`src/rtl/frame_pkg.sv`:
```
package frame_pkg;
  localparam logic [7:0] SYM_SOF  = 8'hFC; // K.28.7
  localparam logic [7:0] SYM_EOF  = 8'hBC; // K.28.5
  localparam logic [7:0] SYM_IDLE = 8'h3C; // K.28.1

  typedef enum logic [1:0] {
    ST_LINK, // between frames: last symbol idle or end comma
    ST_GAP,  // inside frame at a record boundary
    ST_BODY  // inside frame in the middle of a record
  } frm_state_t;
endpackage

```
`src/rtl/byte_tick_gen.sv`:
```
module byte_tick_gen #(
  parameter int BYTE_CYCLES = 10
) (
  input  logic clk,
  input  logic rst_n,
  output logic tick
);
  localparam int CW = (BYTE_CYCLES > 1) ? $clog2(BYTE_CYCLES) : 1;
  localparam logic [CW-1:0] LAST = CW'(BYTE_CYCLES - 1);

  logic [CW-1:0] phase;

  always_ff @(posedge clk) begin
    if (!rst_n)              phase <= '0;
    else if (phase == LAST)  phase <= '0;
    else                     phase <= phase + 1'b1;
  end

  assign tick = (phase == LAST);

  generate
    if (BYTE_CYCLES > 1) begin : g_sparse
      // symbol boundaries never fall on adjacent cycles
      assert_tick_sparse_R2: assert property (@(posedge clk) disable iff (!rst_n)
        tick |=> !tick);
    end
  endgenerate
endmodule

```
`src/rtl/frame_sequencer.sv`:
```
module frame_sequencer
  import frame_pkg::*;
#(
  parameter int REC_W = 24,
  parameter int CNT_W = 4
) (
  input  logic             clk,
  input  logic             rst_n,
  input  logic             tick,
  input  logic [CNT_W-1:0] cfg_max,
  input  logic             rec_valid,
  input  logic [REC_W-1:0] rec_data,
  output logic             rec_ready,
  output logic [7:0]       sym_byte,
  output logic             sym_k
);
  localparam int NB = REC_W / 8;
  localparam int IW = (NB > 1) ? $clog2(NB) : 1;
  localparam logic [IW-1:0] LAST_IDX = IW'(NB - 1);

  // Effective record limit: zero counts as one.
  function automatic logic [CNT_W-1:0] limit_of(input logic [CNT_W-1:0] c);
    return (c == '0) ? CNT_W'(1) : c;
  endfunction

  // Byte i of a record, counting from the most significant end.
  function automatic logic [7:0] pick_byte(input logic [REC_W-1:0] d,
                                           input logic [IW-1:0] i);
    logic [REC_W-1:0] s;
    s = d >> (REC_W - 8 - 8 * int'(i));
    return s[7:0];
  endfunction

  frm_state_t       st;
  logic [IW-1:0]    idx;
  logic [CNT_W-1:0] cnt;
  logic [REC_W-1:0] hold;
  logic [CNT_W-1:0] lim;
  logic             room;
  logic             take;

  assign lim       = limit_of(cfg_max);
  assign room      = (cnt < lim);
  assign rec_ready = tick && (st == ST_GAP) && room;
  assign take      = rec_ready && rec_valid;

  always_ff @(posedge clk) begin
    if (!rst_n) begin
      st       <= ST_LINK;
      idx      <= '0;
      cnt      <= '0;
      hold     <= '0;
      sym_byte <= SYM_IDLE;
      sym_k    <= 1'b1;
    end else if (tick) begin
      unique case (st)
        ST_LINK: begin
          if (rec_valid) begin
            sym_byte <= SYM_SOF;
            sym_k    <= 1'b1;
            cnt      <= '0;
            st       <= ST_GAP;
          end else begin
            sym_byte <= SYM_IDLE;
            sym_k    <= 1'b1;
          end
        end
        ST_GAP: begin
          if (take) begin
            sym_byte <= pick_byte(rec_data, '0);
            sym_k    <= 1'b0;
            hold     <= rec_data;
            cnt      <= cnt + 1'b1;
            idx      <= IW'(1);
            st       <= (NB > 1) ? ST_BODY : ST_GAP;
          end else begin
            sym_byte <= SYM_EOF;
            sym_k    <= 1'b1;
            cnt      <= '0;
            st       <= ST_LINK;
          end
        end
        ST_BODY: begin
          sym_byte <= pick_byte(hold, idx);
          sym_k    <= 1'b0;
          if (idx == LAST_IDX) st <= ST_GAP;
          else                 idx <= idx + 1'b1;
        end
        default: st <= ST_LINK;
      endcase
    end
  end

  // ready is only raised in the cycle before a symbol boundary
  assert_ready_on_tick_R8: assert property (@(posedge clk) disable iff (!rst_n)
    rec_ready |-> tick);

  // while inside a record, the symbol just sent is a data byte
  assert_body_is_data_R4: assert property (@(posedge clk) disable iff (!rst_n)
    (st == ST_BODY) |-> !sym_k);

  // the record count in a frame never exceeds the limit
  assert_count_bound_R6: assert property (@(posedge clk) disable iff (!rst_n)
    cnt <= lim);

  // between frames the symbol is always a control character
  assert_link_is_comma_R1: assert property (@(posedge clk) disable iff (!rst_n)
    (st == ST_LINK) |-> sym_k);
endmodule

```
`src/rtl/frame_builder.sv`:
```
module frame_builder
  import frame_pkg::*;
#(
  parameter int REC_W       = 24,
  parameter int CNT_W       = 4,
  parameter int BYTE_CYCLES = 10
) (
  input  logic             clk,
  input  logic             rst_n,
  input  logic [CNT_W-1:0] cfg_max_recs,
  input  logic             rec_valid,
  input  logic [REC_W-1:0] rec_data,
  output logic             rec_ready,
  output logic [7:0]       tx_byte,
  output logic             tx_k,
  output logic             tx_stb
);
  logic tick;

  byte_tick_gen #(.BYTE_CYCLES(BYTE_CYCLES)) u_tick (
    .clk  (clk),
    .rst_n(rst_n),
    .tick (tick)
  );

  frame_sequencer #(.REC_W(REC_W), .CNT_W(CNT_W)) u_seq (
    .clk      (clk),
    .rst_n    (rst_n),
    .tick     (tick),
    .cfg_max  (cfg_max_recs),
    .rec_valid(rec_valid),
    .rec_data (rec_data),
    .rec_ready(rec_ready),
    .sym_byte (tx_byte),
    .sym_k    (tx_k)
  );

  always_ff @(posedge clk) begin
    if (!rst_n) tx_stb <= 1'b0;
    else        tx_stb <= tick;
  end

  // the symbol only changes together with its strobe
  assert_hold_between_R2: assert property (@(posedge clk) disable iff (!rst_n)
    !tx_stb |-> $stable({tx_k, tx_byte}));

  // a start comma is only emitted when a record was offered
  assert_sof_needs_record_R3: assert property (@(posedge clk) disable iff (!rst_n)
    (tx_stb && tx_k && tx_byte == SYM_SOF) |-> $past(rec_valid));
endmodule

```
`config.mk`:
```
export PLATFORM = sky130hd
export DESIGN_NAME = frame_builder
export DESIGN_NICKNAME = d
export VERILOG_FILES = /design/src/rtl/frame_pkg.sv /design/src/rtl/byte_tick_gen.sv /design/src/rtl/frame_sequencer.sv /design/src/rtl/frame_builder.sv
export SDC_FILE = /design/constraint.sdc
export NUM_CORES = 1
export LEC_CHECK = 0
export ABC_AREA = 1
export BUFFER_PORTS_ARGS = -buffer_cell sky130_fd_sc_hd__buf_2
export CORE_ASPECT_RATIO = 1.4
export CORE_MARGIN = 3
export CORE_UTILIZATION = 55
export CTS_CLUSTER_DIAMETER = 200
export DETAILED_ROUTE_END_ITERATION = 7
export GPL_TIMING_DRIVEN = 0
export PLACE_DENSITY = 0.79
export SLEW_MARGIN = 20
export SYNTH_ARGS = -nofsm -noshare
export SYNTH_HDL_FRONTEND = slang
export SYNTH_SLANG_ARGS = --single-unit
```
`constraint.sdc`:
```
create_clock -name clk -period 2.1 [get_ports clk]
set_input_delay 0.315 -clock clk [delete_from_list [all_inputs] [get_ports clk]]
set_output_delay 0.315 -clock clk [all_outputs]
set_load 0.03 [all_outputs]
```
After elaboration in Yosys (flattened, before gate mapping). Index checks and enable logic that the tools add are counted.

Add/sub/neg operators: 4. Order comparisons: 1. Equal/unequal tests: 8. Shift-type cells: 1. Muxes and demuxes: 16. Bitwise logic cells: 1. Reduce and logical (&&, ||, !) cells: 14.

Operators by type and width (count): $shr A24 B32 Y8 (1); $pmux W8 S3 (1); $mux W8 (2); $mux W4 (3); $mux W2 (5); $reduce_and A3 Y1 (3); $add A4 B1 Y4 const B (2); $pmux W4 S2 (1); $pmux W2 S3 (1); $sub A5 B5 Y6 const A (1); $eq A2 B2 Y1 const B (2); $eq A4 B4 Y1 const B (1); $logic_not A4 Y1 (1); $lt A4 B4 Y1 (1); $ne A2 B1 Y1 const B (2); $ne A2 B2 Y1 const B (2); $pmux W2 S2 (1); $reduce_and A4 Y1 (1); $reduce_bool A2 Y1 (2); $logic_and A1 B1 Y1 (3); $pmux W1 S3 (1); $reduce_bool A3 Y1 (1); $add A2 B1 Y2 const B (1); $eq A2 B1 Y1 const B (1); other kinds (5) (5).

Register bits after elaboration: 46. Input bits: 31. Output and inout bits: 11. Logic and storage cells: 53.

Depth between registers and ports, before layout.
Word-level depth: 7. Mapped depth: 13. Depth with buffers taken out: 13.

By module. Synthesis repeated with hierarchy kept, for this count alone.

Cells, all modules: 305. Area, all modules: 2298.5 sq um.

Modules (own cells, without submodules): frame_sequencer (times used 1, cells each 281, area an instance 2093.3 sq um, seq. area each 820.8 sq um); byte_tick_gen (times used 1, cells each 21, area an instance 177.7 sq um, seq. area each 80.1 sq um); frame_builder (times used 1, cells each 3, area an instance 27.5 sq um, seq. area each 20.0 sq um).

Worst setup path before layout. No wires, ideal clock.

Path type: reg2reg. From: reg u_seq.idx[0]. To: reg u_seq.sym_byte[5]. Library setup time: 0.115 ns. Arrival time: 1.654 ns. Required time: 1.985 ns. Setup slack: 0.332 ns. Stages on the path, launching flop included: 12. Path buffers: 2. Clock period less this slack: 1.768 ns. Cells stage by stage: dfxtp_1 > inv_1 > clkbuf_1 > ha_1 > clkbuf_1 > a21oi_1 > o21ai_0 > o21ai_0 > a21oi_1 > o21ai_0 > nand2_1 > nand2_1.

Cells in the longest elaborated chain, start to end: 3.

RTL lines: start, declared (RTL line frame_sequencer.sv:35) `logic [IW-1:0] idx;`; start signal, assigned (RTL line frame_sequencer.sv:87) `else idx <= idx + 1'b1;`; $sub A5 B5 Y6 (RTL line frame_sequencer.sv:30) `s = d >> (REC_W - 8 - 8 * int'(i));`; $shr A24 B32 Y8 (RTL line frame_sequencer.sv:30); $pmux W8 S3 (RTL line frame_sequencer.sv:56) `unique case (st)`; end signal, assigned (RTL line frame_sequencer.sv:70) `sym_byte <= pick_byte(rec_data, '0);`; end signal, assigned (RTL line frame_sequencer.sv:84) `sym_byte <= pick_byte(hold, idx);`; end, declared (RTL line frame_sequencer.sv:14) `output logic [7:0] sym_byte,`.

No other way between the ends. A chain may end at the register's enable or synchronous reset.

Worst setup path in the final report.
From: reg u_seq.st[1]. To: out rec_ready.

Cells in the longest elaborated chain, start to end: 3.

RTL lines: start, declared (RTL line frame_sequencer.sv:34) `frm_state_t st;`; start signal, assigned (RTL line frame_sequencer.sv:75) `st <= (NB > 1) ? ST_BODY : ST_GAP;`; $eq A2 B1 Y1 (RTL line frame_sequencer.sv:44) `assign rec_ready = tick && (st == ST_GAP) && room;`; $logic_and A1 B1 Y1 (2 in a row) (RTL line frame_sequencer.sv:44); end, declared (RTL line frame_builder.sv:13) `output logic rec_ready,`.

No other way between the ends.

==> flow_summary.json <==
{
  "outcome": "completed",
  "floorplan.die_area_um2": 4870,
  "synth.top_cells.by_area": "sky130_fd_sc_hd__dfxtp_1, sky130_fd_sc_hd__nand2_1, sky130_fd_sc_hd__a21oi_1",
  "compound_gate_portion_of_the_synthesized_area_pct": 21.9,
  "tritoncts_clock_tree": "done",
  "largest_net_degree_at_the_start_of_global_routing": 14,
  "grt_overflow_total": 0,
  "synth_async_sr_flop_share_pct": 0,
  "grt_setup_unrepaired": "no",
  "critPathLaunchType": "flop",
  "n_antenna_cell": 0,
  "post_drt_wl_per_cell_um": 13.1,
  "clock_sinks": 46,
  "yosys_warning_total": 0,
  "critPathKind": "flop to output pin",
  "wirelength_mm": 5.14,
  "launching_point_of_the_worst_reg2reg_path": "u_seq.idx[0]",
  "post_synthesis_cells": 302,
  "area_of_the_core_region_um2": 3770,
  "synthesis.nets": 345,
  "root_buffer": "sky130_fd_sc_hd__clkbuf_8",
  "netlist-cell-type-count": 30,
  "leakagePower_nw": 1.13,
  "globalRouteTotalUtil_pct": 23.0,
  "nNetsFinal": 393,
  "drt.antenna.violating_nets": 0,
  "timing.hold.worst_path_depth": 3,
  "min_delay_worst_endpoint": "u_seq.hold[12]",
  "grt_pass1_wl_mm": 8.39,
  "timing_hold_violations_final": 0,
  "gp_congestion": 0.845,
  "synth.yosys.seq_area_share_pct": 41.3,
  "numPortBuffers": 41,
  "first_global_vias": 1913,
  "synth_simple_gate_area_share_pct": 19.2,
  "worst_setup_path_end_kind": "output pin",
  "post-cts-setup-buffers": 0,
  "number_of_synthesized_flops_with_an_enable_pin": 0,
  "layout.cells.non_filler": 393,
  "antenna_found_initial": 0,
  "ys_seq_elements": 46,
  "timing.setup.tns_ps": 0,
  "initial_utilization_pct": 59.2,
  "timing.rr.end": "u_seq.sym_byte[3]",
  "cts_max_level": 2,
  "io_pins": 42,
  "timing.reg2reg.worst_path_depth": 11,
  "tritoncts.num_buffers": 5,
  "synthAdderAreaFrac_pct": 6.73,
  "worstHoldPathType": "input port to flop",
  "drcViolationCount": 0,
  "drt_first_pass_iters": 5,
  "share_of_layout_cells_above_drive_strength_1_pct": 20.5,
  "min_period_over_period_pct": 91.7,
  "main_combinational_cell_family_by_area_after_synthesis": "compound AO/OA/AOI/OAI gates",
  "detail_route.vias_per_cell": 5.16,
  "fp-row-count": 26,
  "avg_cell_area_syn_um2": 7.39,
  "die_w_um": 59.8,
  "worst_pin_slew_ps": 547,
  "fp.dieH_um": 81.4,
  "ctsLongestPathBuffers": 2,
  "place.detailed.hpwl_mm": 3.90,
  "dp.cells": 385,
  "finalClockSkew_ps": 10.3,
  "synth_flop_cell": "sky130_fd_sc_hd__dfxtp_1",
  "synth_area_leader_cell": "sky130_fd_sc_hd__dfxtp_1",
  "max_slew_margin_pct": 63.2,
  "ir_drop_mv": 0.471,
  "power.total_mw": 1.51,
  "vias": 2029,
  "worst_ep_required_time_ps": 1780,
  "hold_path.startpoint": "rec_data[12]",
  "synthXorXnorAreaFrac_pct": 1.18,
  "share_of_yosys_cell_area_claimed_by_the_top_area_cell_type_pct": 41.3,
  "clk_pin_slew_worst_paths_ps": 80,
  "area_grow_syn2layout_pct": 16.5,
  "syn-cell-area_um2": 2230,
  "fmax_mhz": 519,
  "critical_path_peak_fanout": 5,
  "cp_data_arrival_time_ps": 1610,
  "clk-insertion-delay-late_ps": 290,
  "maxCapViolCount": 0,
  "synth.mux.area_fraction_pct": 0,
  "slew_viol_final": 0,
  "finalSetupViolations": 0,
  "regToRegSetupSlack_ps": 180,
  "timing.final.crit_period_ps": 1930,
  "pwr_density_cell_nw_per_um2": 580,
  "initialDrtViolationCount": 89
}
==> cell type report <==
type / instances / area (µm²)
plain buffers: 12 / 81.3
clock buffers: 7 / 86.3
clock inverters: 1 / 5.00
fillers: 346 / 1170
inverters: 37 / 139
multi-input cells: 207 / 1110
flip-flops and latches: 46 / 922
well taps: 42 / 52.6
repair buffers: 41 / 208
==> power by group <==
group          internal, mW  switching (mW)
Clock                 0.266           0.287
Sequential            0.876         0.00436
Combinational        0.0329          0.0406
==> through the flow <==
step | util [%] | setup slack, ps | hold WS [ps] | area [µm²]
6_report | 68.9 | 173 | 262 | 2600
3_5_place_dp | 66.0 | -30.9 | 449 | 2490
3_3_place_gp | 66.0 | 5.40 | 438 | 2490
2_1_floorplan | - | 332 | 422 | 2230
4_1_cts | 68.4 | 37.3 | 253 | 2580
5_1_grt | 68.9 | 23.7 | 256 | 2600
==> per-layer routing <==
| metal | vias up | wire (µm) | share of wire [%] | track usage [%] |
|---|---|---|---|---|
| li1 | 1075 | - | - | - |
| met1 | 896 | 2100 | 41 | 25.5 |
| met2 | 50 | 2730 | 53 | 41.6 |
| met3 | 8 | 216 | 4.2 | 4.29 |
| met4 | 0 | 101 | 2.0 | 9.31 |
| met5 | - | 0 | 0 | 0 |
==> cells in the final DEF (no fill, tap or decap) <==
cell type | synthesis | layout
sky130_fd_sc_hd__ha_4 | 0 | 1
sky130_fd_sc_hd__a21oi_1 | 41 | 41
sky130_fd_sc_hd__a21oi_2 | 1 | 1
sky130_fd_sc_hd__nor2_4 | 1 | 1
sky130_fd_sc_hd__o21ai_0 | 34 | 34
sky130_fd_sc_hd__clkbuf_1 | 7 | 6
sky130_fd_sc_hd__clkinv_1 | 1 | 1
sky130_fd_sc_hd__o21ai_1 | 2 | 2
sky130_fd_sc_hd__a211oi_2 | 4 | 4
sky130_fd_sc_hd__nor2_1 | 17 | 17
sky130_fd_sc_hd__nor2_2 | 1 | 1
sky130_fd_sc_hd__and2_1 | 1 | 1
sky130_fd_sc_hd__nand3_1 | 6 | 6
sky130_fd_sc_hd__buf_4 | 1 | 1
sky130_fd_sc_hd__o211ai_1 | 2 | 2
sky130_fd_sc_hd__nand4_1 | 1 | 1
sky130_fd_sc_hd__nand2_1 | 72 | 72
sky130_fd_sc_hd__buf_6 | 4 | 4
sky130_fd_sc_hd__xnor2_1 | 2 | 2
sky130_fd_sc_hd__a211oi_1 | 1 | 1
sky130_fd_sc_hd__inv_2 | 3 | 4
sky130_fd_sc_hd__nand3_2 | 1 | 1
sky130_fd_sc_hd__nand2_2 | 1 | 1
sky130_fd_sc_hd__dfxtp_2 | 0 | 1
sky130_fd_sc_hd__o21a_1 | 1 | 1
sky130_fd_sc_hd__inv_1 | 33 | 32
sky130_fd_sc_hd__a21boi_0 | 2 | 2
sky130_fd_sc_hd__clkbuf_8 | 0 | 6
sky130_fd_sc_hd__clkbuf_4 | 0 | 1
sky130_fd_sc_hd__xor2_1 | 1 | 1
sky130_fd_sc_hd__buf_2 | 0 | 41
sky130_fd_sc_hd__nor3_1 | 1 | 1
sky130_fd_sc_hd__clkinv_2 | 0 | 1
sky130_fd_sc_hd__or2_2 | 2 | 2
sky130_fd_sc_hd__dfxtp_1 | 46 | 45
sky130_fd_sc_hd__ha_1 | 12 | 11
sky130_fd_sc_hd__clkbuf_2 | 0 | 1
==> registers in the layout, summed over array words and instances, names as in the netlist <==
signal          flops
u_seq.idx           2
tx_stb              1
u_seq.sym_byte      8
u_seq.st            2
u_seq.sym_k         1
u_seq.hold         24
u_tick.phase        4
u_seq.cnt           4
==> Yosys cell counts (3+ instances only) <==
cell	number
sky130_fd_sc_hd__nand3_1	6
sky130_fd_sc_hd__o21ai_0	34
sky130_fd_sc_hd__nor2_1	17
sky130_fd_sc_hd__dfxtp_1	46
sky130_fd_sc_hd__ha_1	12
sky130_fd_sc_hd__inv_1	33
sky130_fd_sc_hd__a21oi_1	41
sky130_fd_sc_hd__clkbuf_1	7
sky130_fd_sc_hd__buf_6	4
sky130_fd_sc_hd__a211oi_2	4
sky130_fd_sc_hd__inv_2	3
sky130_fd_sc_hd__nand2_1	72
==> repair_timing <==
action / CTS / global route
endpoints found under the setup margin: 2 / 13
endpoints found under the hold margin: 0 / 0
hold buffers: 0 / 0
resized for setup: 1 / 8
pin swaps: 0 / 0
==> critical path, stage by stage (launching register included) <==
cell and delay (ps):
sky130_fd_sc_hd__dfxtp_1 340, sky130_fd_sc_hd__inv_2 90, sky130_fd_sc_hd__ha_4 150, sky130_fd_sc_hd__inv_1 90
sky130_fd_sc_hd__nor2_1 100, sky130_fd_sc_hd__nand2_1 70, sky130_fd_sc_hd__a21oi_2 160, sky130_fd_sc_hd__and2_1 150
sky130_fd_sc_hd__clkbuf_4 180
==> worst max-delay path by stage <==
stage	from	to	slack, ps
after global routing	u_seq.idx[0]	u_seq.sym_byte[3]	20
after floorplan	u_seq.idx[0]	u_seq.sym_byte[5]	330
final	u_seq.st[1]	rec_ready	170
after CTS	u_seq.st[1]	rec_ready	40
after global placement	u_seq.idx[0]	u_seq.sym_byte[3]	5
after detailed placement	u_seq.idx[0]	u_seq.sym_byte[3]	-30
==> kinds of logic (layout without fill, tap and decap cells) <==
group                    count (synthesis)  in the layout
XOR/XNOR                                 3              3
flip-flops                              46             46
AO/OA/AOI/OAI                           88             88
AND/OR/NAND/NOR                        104            104
adder cells (fa/ha/maj)                 12             12
buffers and inverters                   49             98
Power figures use the tool's default switching activity.
